--- config.mk ---
export PLATFORM = sky130hd
export DESIGN_NAME = evt_sat_monitor
export DESIGN_NICKNAME = d
export VERILOG_FILES = /design/src/rtl/evtmon_pkg.sv /design/src/rtl/evtmon_src_sel.sv /design/src/rtl/evtmon_counter.sv /design/src/rtl/evt_sat_monitor.sv
export SDC_FILE = /design/constraint.sdc
export NUM_CORES = 1
export LEC_CHECK = 0
export BUFFER_PORTS_ARGS = -buffer_cell sky130_fd_sc_hd__buf_4
export CORE_ASPECT_RATIO = 0.75
export CORE_MARGIN = 5
export CORE_UTILIZATION = 46
export DETAILED_ROUTE_END_ITERATION = 10
export PLACE_DENSITY = 0.73
export RECOVER_POWER = 100
export SYNTH_ARGS = -nofsm -noshare
export SYNTH_HDL_FRONTEND = slang
export SYNTH_SLANG_ARGS = --single-unit
--- constraint.sdc ---
create_clock -name clk -period 5.3 [get_ports clk]
set_input_delay 0.53 -clock clk [delete_from_list [all_inputs] [get_ports clk]]
set_output_delay 0.53 -clock clk [all_outputs]
set_load 0.005 [all_outputs]
--- src/rtl/evtmon_pkg.sv ---
package evtmon_pkg;

  localparam int ADDR_W = 8;
  localparam int SRC_W  = 4;
  localparam int MODE_W = 2;
  localparam int CFG_W  = SRC_W + MODE_W;

  localparam logic [ADDR_W-1:0] CTRL_OFS = 8'h00;
  localparam logic [ADDR_W-1:0] CFG0_OFS = 8'h08;
  localparam logic [ADDR_W-1:0] VAL0_OFS = 8'h10;
  localparam int                REG_STEP = 4;

  localparam logic [SRC_W-1:0]  SRC_OFF     = '0;
  localparam logic [MODE_W-1:0] IRQ_AT_FULL = 2'b01;

  typedef struct packed {
    logic [SRC_W-1:0]  src;
    logic [MODE_W-1:0] mode;
  } cnt_cfg_t;

  // per-counter registers descend from the counter 0 slot
  function automatic logic [ADDR_W-1:0] cfg_ofs(input int unsigned idx);
    return CFG0_OFS - ADDR_W'(REG_STEP * idx);
  endfunction

  function automatic logic [ADDR_W-1:0] val_ofs(input int unsigned idx);
    return VAL0_OFS - ADDR_W'(REG_STEP * idx);
  endfunction

endpackage

--- src/rtl/evtmon_src_sel.sv ---
module evtmon_src_sel #(
  parameter int NUM_EVT    = 15,
  parameter int SRC_W      = 4,
  parameter int BASE_EVT   = 9,
  parameter bit EXT_EVENTS = 1'b1
) (
  input  logic [SRC_W-1:0]   src,
  input  logic [NUM_EVT-1:0] evt,
  output logic               hit
);
  localparam int TAB = 1 << SRC_W;

  logic [NUM_EVT-1:0] live;
  logic [TAB-1:0]     tab;

  generate
    if (EXT_EVENTS) begin : g_ext
      assign live = evt;
    end else begin : g_base
      logic unused_ext;
      assign unused_ext = ^evt[NUM_EVT-1:BASE_EVT];
      assign live = {{(NUM_EVT-BASE_EVT){1'b0}}, evt[BASE_EVT-1:0]};
    end
  endgenerate

  // code 0 lands on a constant zero slot
  assign tab = TAB'({live, 1'b0});
  assign hit = tab[src];

endmodule

--- src/rtl/evtmon_counter.sv ---
module evtmon_counter #(
  parameter int CNT_W = 32
) (
  input  logic             clk,
  input  logic             rst_n,
  input  logic             wr_en,
  input  logic [CNT_W-1:0] wr_data,
  input  logic             step_en,
  output logic [CNT_W-1:0] cnt_q,
  output logic             full
);
  localparam logic [CNT_W-1:0] TOP = '1;

  function automatic logic [CNT_W-1:0] sat_step(input logic [CNT_W-1:0] v,
                                                input logic hit_i);
    return (hit_i && v != TOP) ? v + CNT_W'(1) : v;
  endfunction

  always_ff @(posedge clk) begin
    if (!rst_n)     cnt_q <= '0;
    else if (wr_en) cnt_q <= wr_data;
    else            cnt_q <= sat_step(cnt_q, step_en);
  end

  assign full = (cnt_q == TOP);


  sat_hold_chk: assert property (@(posedge clk) disable iff (!rst_n)
    (full && !wr_en) |=> full);


  step_one_chk: assert property (@(posedge clk) disable iff (!rst_n)
    !wr_en |=> ((cnt_q - $past(cnt_q)) <= CNT_W'(1)));


  idle_hold_chk: assert property (@(posedge clk) disable iff (!rst_n)
    (!wr_en && !step_en) |=> $stable(cnt_q));


  wr_prio_chk: assert property (@(posedge clk) disable iff (!rst_n)
    wr_en |=> (cnt_q == $past(wr_data)));

endmodule

--- src/rtl/evt_sat_monitor.sv ---
module evt_sat_monitor
  import evtmon_pkg::*;
#(
  parameter int NUM_CNT    = 2,
  parameter int CNT_W      = 32,
  parameter int DATA_W     = 32,
  parameter int NUM_EVT    = 15,
  parameter int BASE_EVT   = 9,
  parameter bit EXT_EVENTS = 1'b1
) (
  input  logic              clk,
  input  logic              rst_n,
  input  logic              bus_sel,
  input  logic              bus_wr,
  input  logic [7:0]        bus_addr,
  input  logic [DATA_W-1:0] bus_wdata,
  output logic [DATA_W-1:0] bus_rdata,
  input  logic [NUM_EVT-1:0] evt_pulse,
  output logic              irq_out
);
  logic               wr_hit, rd_hit;
  logic               ctrl_wr;
  logic               ctrl_en;
  logic [NUM_CNT-1:0] cfg_wr, val_wr, sel_hit, step_en, full_vec, irq_vec;
  cnt_cfg_t           cfg_q  [NUM_CNT];
  logic [CNT_W-1:0]   cnt_arr [NUM_CNT];

  logic unused_wdata;
  assign unused_wdata = ^bus_wdata[DATA_W-1:CFG_W];

  assign wr_hit  = bus_sel &  bus_wr;
  assign rd_hit  = bus_sel & ~bus_wr;
  assign ctrl_wr = wr_hit && (bus_addr == CTRL_OFS);

  always_ff @(posedge clk) begin
    if (!rst_n)       ctrl_en <= 1'b0;
    else if (ctrl_wr) ctrl_en <= bus_wdata[0];
  end

  generate
    for (genvar i = 0; i < NUM_CNT; i++) begin : g_cnt
      assign cfg_wr[i] = wr_hit && (bus_addr == cfg_ofs(i));
      assign val_wr[i] = wr_hit && (bus_addr == val_ofs(i));

      always_ff @(posedge clk) begin
        if (!rst_n)         cfg_q[i] <= '0;
        else if (cfg_wr[i]) cfg_q[i] <= cnt_cfg_t'(bus_wdata[CFG_W-1:0]);
      end

      evtmon_src_sel #(
        .NUM_EVT(NUM_EVT), .SRC_W(SRC_W),
        .BASE_EVT(BASE_EVT), .EXT_EVENTS(EXT_EVENTS)
      ) u_sel (
        .src(cfg_q[i].src), .evt(evt_pulse), .hit(sel_hit[i])
      );

      assign step_en[i] = ctrl_en & sel_hit[i];

      evtmon_counter #(.CNT_W(CNT_W)) u_ctr (
        .clk(clk), .rst_n(rst_n),
        .wr_en(val_wr[i]), .wr_data(CNT_W'(bus_wdata)),
        .step_en(step_en[i]),
        .cnt_q(cnt_arr[i]), .full(full_vec[i])
      );

      assign irq_vec[i] = full_vec[i] && (cfg_q[i].mode == IRQ_AT_FULL);


      src_off_chk: assert property (@(posedge clk) disable iff (!rst_n)
        (cfg_q[i].src == SRC_OFF) |-> !sel_hit[i]);


      gate_off_chk: assert property (@(posedge clk) disable iff (!rst_n)
        (!ctrl_en && !val_wr[i]) |=> $stable(cnt_arr[i]));
    end
  endgenerate

  always_comb begin
    bus_rdata = '0;
    if (rd_hit) begin
      if (bus_addr == CTRL_OFS) bus_rdata = DATA_W'(ctrl_en);
      for (int i = 0; i < NUM_CNT; i++) begin
        if (bus_addr == cfg_ofs(i)) bus_rdata = DATA_W'(cfg_q[i]);
        if (bus_addr == val_ofs(i)) bus_rdata = DATA_W'(cnt_arr[i]);
      end
    end
  end

  assign irq_out = |irq_vec;


  dec_onehot_chk: assert property (@(posedge clk) disable iff (!rst_n)
    $onehot0({ctrl_wr, cfg_wr, val_wr}));


  irq_src_chk: assert property (@(posedge clk) disable iff (!rst_n)
    irq_out |-> (|full_vec));


  rst_quiet_chk: assert property (@(posedge clk)
    !rst_n |=> (!irq_out && !ctrl_en));

endmodule

[Word level (Yosys, flattened, before mapping)]
Memories as Yosys holds them, arrays and structs flattened.
Cells that the tools add are included.
Word-level totals
  bits of input ports: 59
  memory bits (writable): 12
  logic and storage cells: 61
  memories: 1
  bits in registers: 65
  output and inout port bits: 33
Cells by class
  add/sub/neg operators: 2
  multiplexer cells: 23
  magnitude comparators: 2
  eq/ne operators: 10
  bitwise gates (word level): 7
  reductions and logical operators: 13
Memory list
  cfg_q: words 2, width 6, read ports 2, clocked after Yosys merged registers in 0, write ports 2, line evt_sat_monitor.sv:25  | cnt_cfg_t cfg_q [NUM_CNT];
Operators with widths (count)
  $mux W32: 9
  $add A32 B1 Y32 const B: 2
  $eq A32 B32 Y1 const B: 2
  $ne A32 B32 Y1 const B: 2
  $eq A8 B4 Y1 const B: 2
  $mux W6: 2
  $lt A4 B5 Y1 const B: 2
  $mux W1: 10
  $logic_and A1 B1 Y1: 9
  $bmux W1 S4: 2
  $eq A8 B3 Y1 const B: 1
  $eq A8 B5 Y1 const B: 1
  $logic_not A8 Y1: 1
  $and A1 B1 Y1: 4
  $eq A2 B1 Y1 const B: 2
  $reduce_bool A2 Y1: 2
  $or A1 B1 Y1: 2
  $reduce_or A2 Y1: 1
  $not A1 Y1: 1

[Longest topological paths before layout]
Gate-level depths: netlist of run 1.
  word-level depth: 7
  depth in mapped cells: 10
  depth with buffers taken out: 8

[By module]
Synthesis of run 1 repeated with hierarchy kept, for this count alone.
Second synthesis, totals
  cells, all modules: 714
  area total of the unflattened synthesis: 5709.2 µm²
Modules (own cells, without submodules)
  evtmon_counter: cells each 253, sequential area each 640.6 µm², area an instance 1956.9 µm², instances 2
  evt_sat_monitor: cells each 188, sequential area each 380.4 µm², area an instance 1515.2 µm², instances 1
  evtmon_src_sel: cells each 10, sequential area each 0.0 µm², area an instance 140.1 µm², instances 2

[Worst setup path before layout of run 1]
OpenSTA, ideal clock, no wires.
  kind: input -> output
  from: in bus_addr[0]
  to: out bus_rdata[11]
  data required time: 4.770 ns
  buffers on the path: 2
  arrival: 2.117 ns
  stages: 7
  path slack: 2.653 ns
  cells stage by stage: or4_1 > nor2_1 > and2_1 > clkbuf_1 > clkbuf_1 > a22oi_1 > nor2_1
On the way
  word-level cells in the longest chain between the ends: 5
  elaborated cells on any way between the ends: 7
  classes of those cells: eq/ne: 3; mux: 4
RTL lines
  from (decl): line evt_sat_monitor.sv:15  | input logic [7:0] bus_addr,
  $eq A8 B5 Y1: line evt_sat_monitor.sv:84  | if (bus_addr == val_ofs(i)) bus_rdata = DATA_W'(cnt_arr[i]);
  $mux W32: line evt_sat_monitor.sv:84
  $mux W32: line evt_sat_monitor.sv:83  | if (bus_addr == cfg_ofs(i)) bus_rdata = DATA_W'(cfg_q[i]);
  $mux W32 *: line evt_sat_monitor.sv:84
  $mux W32 *: line evt_sat_monitor.sv:80  | if (rd_hit) begin
  to (decl): line evt_sat_monitor.sv:17  | output logic [DATA_W-1:0] bus_rdata,
Mark *: on every way between the ends. The rest lies on a longest branch, timed or not.

[Worst setup path after layout of run 1]
  from: reg g_cnt[1].u_ctr.cnt_q[18]
  to: reg g_cnt[1].u_ctr.cnt_q[27]
On the way
  word-level cells in the longest chain between the ends: 3
  elaborated cells on any way between the ends: 6
  classes of those cells: add/sub: 1; eq/ne: 1; mux: 2; reduce/logical: 2
RTL lines
  from (decl): line evtmon_counter.sv:9  | output logic [CNT_W-1:0] cnt_q,
  from (signal assigned): line evtmon_counter.sv:21  | else if (wr_en) cnt_q <= wr_data;
  from (signal assigned): line evtmon_counter.sv:22  | else cnt_q <= sat_step(cnt_q, step_en);
  $add A32 B1 Y32 or $ne A32 B32 Y1 (tied branches): line evtmon_counter.sv:16  | return (hit_i && v != TOP) ? v + CNT_W'(1) : v;
  $mux W32 or $logic_and A1 B1 Y1 (tied branches): line evtmon_counter.sv:16
  $mux W32 or $reduce_bool A2 Y1 (tied branches)
Several ways; a longest one is shown, not always the timed one. The select of a mux whose other input is x is not followed.
A chain may end at the register's enable or synchronous reset.

==> impl_metrics.py, run 1 <==
metrics = {
    "global_routing": {
        "grt_max_degree": 66,
        "grt-ovfl-total": 0,
        "grtUsageTotal_pct": 27.5,
        "antenna_found_initial": 0,
        "grt_first_pass_wirelength_um": 29000,
        "grt_pass1_vias": 5133,
    },
    "yosys": {
        "synth_top_area_share_pct": 25.2,
        "yosys-mux-area-fraction_pct": 3.90,
        "synthTopCellsByArea": "dfxtp_1 (25%), edfxtp_1 (7.0%), a21oi_1 (6.7%)",
        "synth_warnings": 0,
        "yosysMostFrequentCell": "nor2_1",
        "synth_top_area_cell": "dfxtp_1",
        "synthCells": 672,
        "syn_area_um2": 5160,
        "ys.flop_type": "dfxtp_1",
        "yosys-top-cells-count": "nor2_1 (71), a21oi_1 (69), dfxtp_1 (65), o21ai_0 (56), nand2_1 (41)",
        "synth_fa_ha_area_share_pct": 0.485,
        "synth_edf_count": 12,
        "ys_ff_latch": 77,
        "synth-simple-area-share_pct": 29.2,
        "ys_types": 56,
        "yosysSeqAreaShare_pct": 32.2,
        "synth_compound_area_share_pct": 20.0,
        "syn_nets": 733,
        "asyncSetResetFlopFracSynth_pct": 0,
        "synth_top_family_by_area": "simple AND/OR/NAND/NOR gates",
        "avgSynthCellArea_um2": 7.68,
        "synthXorXnorAreaFrac_pct": 9.33,
    },
    "setup_path": {
        "required_ns": 5.49,
        "ff2ff_path_depth": 8,
        "crit_fanout": 8,
        "path_cells": "nand3_1 -> nor4_1 -> nand3_1 -> nor4_1 -> clkbuf_1 -> nor4_1 -> xnor2_1 -> a21oi_1",
        "crit_buf_inv": 1,
        "path_common_cell": "nor4_1",
        "end_kind": "register",
        "cp_slowest_cell": "nor4_1",
        "startpoint_type": "register",
        "cp_data_arrival_time_ns": 4.13,
        "critPathMaxStageDelay_ns": 1.10,
        "path_class": "reg2reg",
        "crit_family": "simple AND/OR/NAND/NOR gates",
        "cp_num_cells": 8,
    },
    "clock_tree": {
        "cts_resized": 0,
        "numCtsBuffers": 9,
        "root_buffer": "clkbuf_16",
        "htreeDepth": 3,
        "ctsHoldBuffers": 0,
        "cts_tree": "built",
        "cts_setup_buffers": 0,
        "clk_pin_slew_ns": 0.06,
        "cts_buffer_depth": 2,
        "cts.sinks": 77,
        "worstSkewPairLatency_ns": 0.34,
    },
    "floorplanning": {
        "num_rows": 33,
        "die_area_um2": 13500,
        "io_pins": 92,
        "core_um2": 10900,
        "start_util_pct": 47.2,
        "dieWidth_um": 132,
        "dieHeight_um": 102,
    },
    "outcome": {
        "status": "finished with violations",
        "violations": "capacitance limit, slew limit",
    },
    "hold_path": {
        "hold_class": "in2reg",
        "min_path_cells": 3,
    },
    "timing": {
        "hold-worst-slack_ns": 0.465,
        "relSlewSlack_pct": -7.85,
        "min_period_ns": 3.93,
        "hold_viol_final": 0,
        "fin_skew_ns": 0.00827,
        "slew_violations": 29,
        "worstMarginPinSlew_ns": 1.62,
        "fin_setup_tns_ns": 0,
        "setup_viol": 0,
        "fin_crit_sh_pct": 74.2,
        "fmax_mhz": 254,
        "rsz0062_at_grt": "false",
    },
    "place": {
        "dp_hpwl_um": 14200,
        "gp_congestion": 0.913,
        "dpl-instance-area_um2": 5840,
        "io_buffers": 91,
    },
    "power_and_ir_drop": {
        "p_leak_nw": 2.06,
        "p_per_area_nw_per_um2": 214,
        "power.ir.vdd_worst_mv": 0.164,
    },
    "drt": {
        "route.detailed.drc": 0,
        "routed_via_density": 6.32,
        "routed_wirelength_um": 18900,
        "wl_per_cell_um": 21.6,
        "route.vias.total": 5520,
        "drt-pass1-iter-count": 5,
        "drt_iter0_markers": 623,
        "postRouteAntennaNets": 0,
    },
    "final_layout": {
        "drive_gt1_share_pct": 16.1,
        "antennaDiodeCount": 0,
        "final_area_um2": 6090,
        "nets": 791,
        "syn_to_final_growth_pct": 18.0,
    },
    "flow_run": {
        "maxCapViolations": 1,
    },
}
final timing paths:
check	slack, ns	endpoint	from
worst max-delay path	1.37	g_cnt[1].u_ctr.cnt_q[27]	g_cnt[1].u_ctr.cnt_q[18]
worst min register to register	0.56	g_cnt[1].u_ctr.cnt_q[22]	g_cnt[1].u_ctr.cnt_q[22]
worst max register to register	1.37	g_cnt[1].u_ctr.cnt_q[27]	g_cnt[1].u_ctr.cnt_q[18]
worst min-delay path	0.46	g_cnt[0].u_ctr.cnt_q[17]	bus_wdata[17]
kinds of logic (layout without fill, tap and decap cells):
group / after synthesis / count (layout)
and+or+nand+nor: 283 / 283
AOI/OAI and AO/OA: 179 / 179
DFF: 77 / 77
buffers and inverters: 59 / 120
xor gates and xnor gates: 55 / 55
muxes: 17 / 17
adders and majority gates: 2 / 2
worst reg2reg max path, delay by kind of cell (launching register included):
family / cells / cell delay, ns
AOI/OAI and AO/OA: 1 / 0.09
xor gates and xnor gates: 1 / 0.21
buffers and inverters: 1 / 0.46
DFF: 1 / 0.43
and+or+nand+nor: 5 / 2.60
cell usage in the layout, fill, tap and decap left out, drive strengths merged, types with 6 or more instances in the layout:
cell type,instances
nor4,15
a22oi,26
nor2,71
nand2,41
nand3,36
clkbuf,42
and4,7
nor3,18
dfxtp,65
o21ai,56
mux2i,10
xor2,27
edfxtp,12
inv,11
xnor2,28
nand4,25
buf,66
nor4b,6
and3,17
and2,18
a21oi,69
or4,6
final cells by class:
class	instances	area (µm²)
inverter	11	41.3
fill	1043	4850
multi-input combinational	536	3240
timing repair buffer	95	702
tap	140	175
clock buffer	13	272
sequential	77	1660
clock inverter	1	5.00
per-stage QoR:
| step | utilization, % | instances | setup WS, ns | total power, mW |
|---|---|---|---|---|
| after CTS | 55.9 | 873 | 1.98 | 1.31 |
| after global placement | 53.4 | 859 | 2.10 | 0.720 |
| after global routing | 55.7 | 873 | 1.07 | 1.34 |
| final | 55.7 | 873 | 1.37 | 1.30 |
| after detailed placement | 53.4 | 859 | 2.00 | 0.721 |
| after floorplan | - | 672 | 2.65 | 0.662 |
state kept, by name (all words and copies together) (netlist names):
register           count
ctrl_en                1
cfg_q                 12
g_cnt.u_ctr.cnt_q     64
report_power, final:
| group | internal (mW) | switching (mW) | leakage, nW |
|---|---|---|---|
| Sequential | 0.599 | 0.0100 | 0.637 |
| Clock | 0.353 | 0.242 | 0.137 |
| Combinational | 0.0469 | 0.0545 | 1.29 |
metal layers:
metal	up-vias	wire length (µm)	track usage (%)
met5	-	0	0
met4	0	251	6.81
met3	25	1540	6.21
met2	257	8380	41.5
met1	2666	8720	40.0
li1	2572	-	-
(Power assumes the default switching activity.)
==> run 2, diff against run 1 <==
--- a/config.mk
+++ b/config.mk
@@ -10,7 +10,7 @@
 export CORE_MARGIN = 5
 export CORE_UTILIZATION = 46
 export DETAILED_ROUTE_END_ITERATION = 10
-export PLACE_DENSITY = 0.73
+export PLACE_DENSITY = 0.75
 export RECOVER_POWER = 100
 export SYNTH_ARGS = -nofsm -noshare
 export SYNTH_HDL_FRONTEND = slang
==> constraint.sdc (replaced) <==
create_clock -name clk -period 3.3 [get_ports clk]
set_input_delay 0.33 -clock clk [delete_from_list [all_inputs] [get_ports clk]]
set_output_delay 0.33 -clock clk [all_outputs]
set_load 0.005 [all_outputs]
==> run 2 against run 1 <==
  * The run now ends clean
  * Register-to-register slack got worse by 0.81 ns
  * Final area is 0.90% higher
  * Utilization is 0.50 points higher
  * Die area unchanged
  * Sequential share of layout area shrank 0.24 points
  * Critical path type unchanged
  * Largest cell class unchanged
==> impl_metrics.py, run 2 (same netlist as run 1, synthesis figures left out) <==
metrics = {
    "floorplanning": {
        "io_pins": 92,
        "dieHeight_um": 102,
        "die_area_um2": 13500,
        "start_util_pct": 47.2,
        "dieWidth_um": 132,
        "core_um2": 10900,
        "num_rows": 33,
    },
    "setup_path": {
        "startpoint_type": "register",
        "crit_fanout": 15,
        "cp_slowest_cell": "edfxtp_1",
        "path_cells": "mux4_2 -> o211a_1 -> nor2_1 -> clkbuf_1 -> nor3_1 -> xnor2_1 -> a211oi_1",
        "required_ns": 3.56,
        "path_class": "reg2reg",
        "crit_buf_inv": 1,
        "crit_family": "flip-flops",
        "cp_data_arrival_time_ns": 2.99,
        "end_kind": "register",
        "critPathMaxStageDelay_ns": 0.59,
    },
    "final_layout": {
        "reg.largest.list": "g_cnt.u_ctr.cnt_q (64), cfg_q (12), ctrl_en (1)",
        "seq_area_um2": 1660,
        "antennaDiodeCount": 0,
        "final_area_um2": 6150,
        "final_cell_mix": "buf_4 (75), nor2_1 (71), a21oi_1 (69)",
        "final_util_pct": 56.2,
        "drive_gt1_share_pct": 17.2,
        "regMostFlops": "g_cnt.u_ctr.cnt_q",
        "syn_to_final_growth_pct": 19.1,
        "multi_input_area_um2": 3240,
        "fillCellCount": 1021,
        "largest_reg_flops": 64,
        "nets": 799,
        "final_common_cell": "buf_4",
    },
    "drt": {
        "routed_wirelength_um": 18200,
        "route.vias.total": 5621,
        "routed_via_density": 6.37,
        "route.detailed.drc": 0,
        "drt-pass1-iter-count": 7,
        "drt_iter0_markers": 623,
        "wl_per_cell_um": 20.7,
        "postRouteAntennaNets": 0,
    },
    "power_and_ir_drop": {
        "p_total_mw": 2.06,
        "power_switching_mw": 0.494,
        "switching_share_pct": 23.9,
        "p_leak_nw": 2.10,
        "p_per_area_nw_per_um2": 335,
        "clockPowerShare_pct": 44.3,
        "seqPwrFrac_pct": 47.4,
        "pwr-share-comb_pct": 8.3,
        "internal_power_mw": 1.57,
        "power.ir.vdd_worst_mv": 0.235,
    },
    "clock_tree": {
        "worstSkewPairLatency_ns": 0.35,
        "cts.sinks": 77,
        "root_buffer": "clkbuf_16",
        "clk_pin_slew_ns": 0.06,
        "cts_resized": 0,
        "numCtsBuffers": 9,
        "cts_tree": "built",
        "cts_setup_buffers": 0,
        "cts_buffer_depth": 2,
        "htreeDepth": 3,
        "ctsHoldBuffers": 0,
    },
    "timing": {
        "fin_skew_ns": 0.00870,
        "relSlewSlack_pct": 40.3,
        "fin_crit_sh_pct": 82.9,
        "min_period_ns": 2.74,
        "hold_viol_final": 0,
        "worstMarginPinSlew_ns": 0.886,
        "hold-worst-slack_ns": 0.297,
        "setup_viol": 0,
        "rsz0062_at_grt": "false",
        "fin_setup_tns_ns": 0,
        "slew_violations": 0,
        "fmax_mhz": 365,
    },
    "global_routing": {
        "antenna_found_initial": 0,
        "grt_first_pass_wirelength_um": 28200,
        "grt_max_degree": 64,
        "grt_pass1_vias": 5184,
        "grt-ovfl-total": 0,
        "grtUsageTotal_pct": 26.3,
    },
    "outcome": {
        "status": "completed",
    },
    "place": {
        "io_buffers": 91,
        "dpl-instance-area_um2": 5900,
        "dp_hpwl_um": 13900,
        "gp_congestion": 0.987,
    },
    "flow_run": {
        "maxCapViolations": 0,
    },
    "hold_path": {
        "hold_class": "in2reg",
    },
}
[run 2: cell count changes in the layout (fill, tap and decap cells not counted), moves of 2 or more]
| cell | change |
|---|---|
| nor4_1 | -2 |
| buf_4 | +9 |
| nor4_2 | +2 |
| and2_1 | -2 |
| and2_0 | +2 |
[run 2: path summary, 6_finish.rpt]
kind                            startpoint                  endpoint  slack (ns)  cells past startpoint
setup / recovery               cfg_q[1][2]   g_cnt[1].u_ctr.cnt_q[3]        0.56                      7
hold reg to reg   g_cnt[0].u_ctr.cnt_q[31]  g_cnt[0].u_ctr.cnt_q[31]        0.59                      2
setup reg to reg               cfg_q[1][2]   g_cnt[1].u_ctr.cnt_q[3]        0.56                      7
hold / removal               bus_wdata[26]  g_cnt[0].u_ctr.cnt_q[26]        0.30                      3
[run 2: per-stage QoR]
step / worst slack [ns] / cells
2_1_floorplan: 1.05 / 672
3_3_place_gp: 0.750 / 867
3_5_place_dp: 0.665 / 867
4_1_cts: 0.669 / 883
5_1_grt: 0.380 / 883
6_report: 0.563 / 883
[run 2: area by class of cell]
class | instances | area share (%)
clock buffer | 14 | 4.13
clock inverter | 2 | 0.163
inverter | 11 | 0.672
timing repair buffer | 103 | 12.4
sequential | 77 | 27.0
multi-input combinational | 536 | 52.7
tap | 140 | 2.85
[run 2: per-layer routing]
metal / vias to the layer above / global-route usage [%] / routed length [µm]
li1: 2596 / - / -
met1: 2644 / 36.7 / 7730
met2: 344 / 40.0 / 8040
met3: 37 / 7.25 / 2190
met4: 0 / 7.59 / 295
met5: - / 0 / 0
[run 2: worst min-delay path: cells and delay by family]
family / cells / cell delay [ns]
buffers and inverters: 1 / 0.09
AOI/OAI and AO/OA: 2 / 0.18
[run 2: power by group through the flow]
stage	Clock (mW)	Sequential [mW]	Combinational, mW
6_report	0.914	0.977	0.171
5_1_grt	0.961	0.978	0.181
4_1_cts	0.918	0.976	0.165
3_5_place_dp	0	0.997	0.164
3_3_place_gp	0	0.995	0.164
2_1_floorplan	0	0.987	0.0759
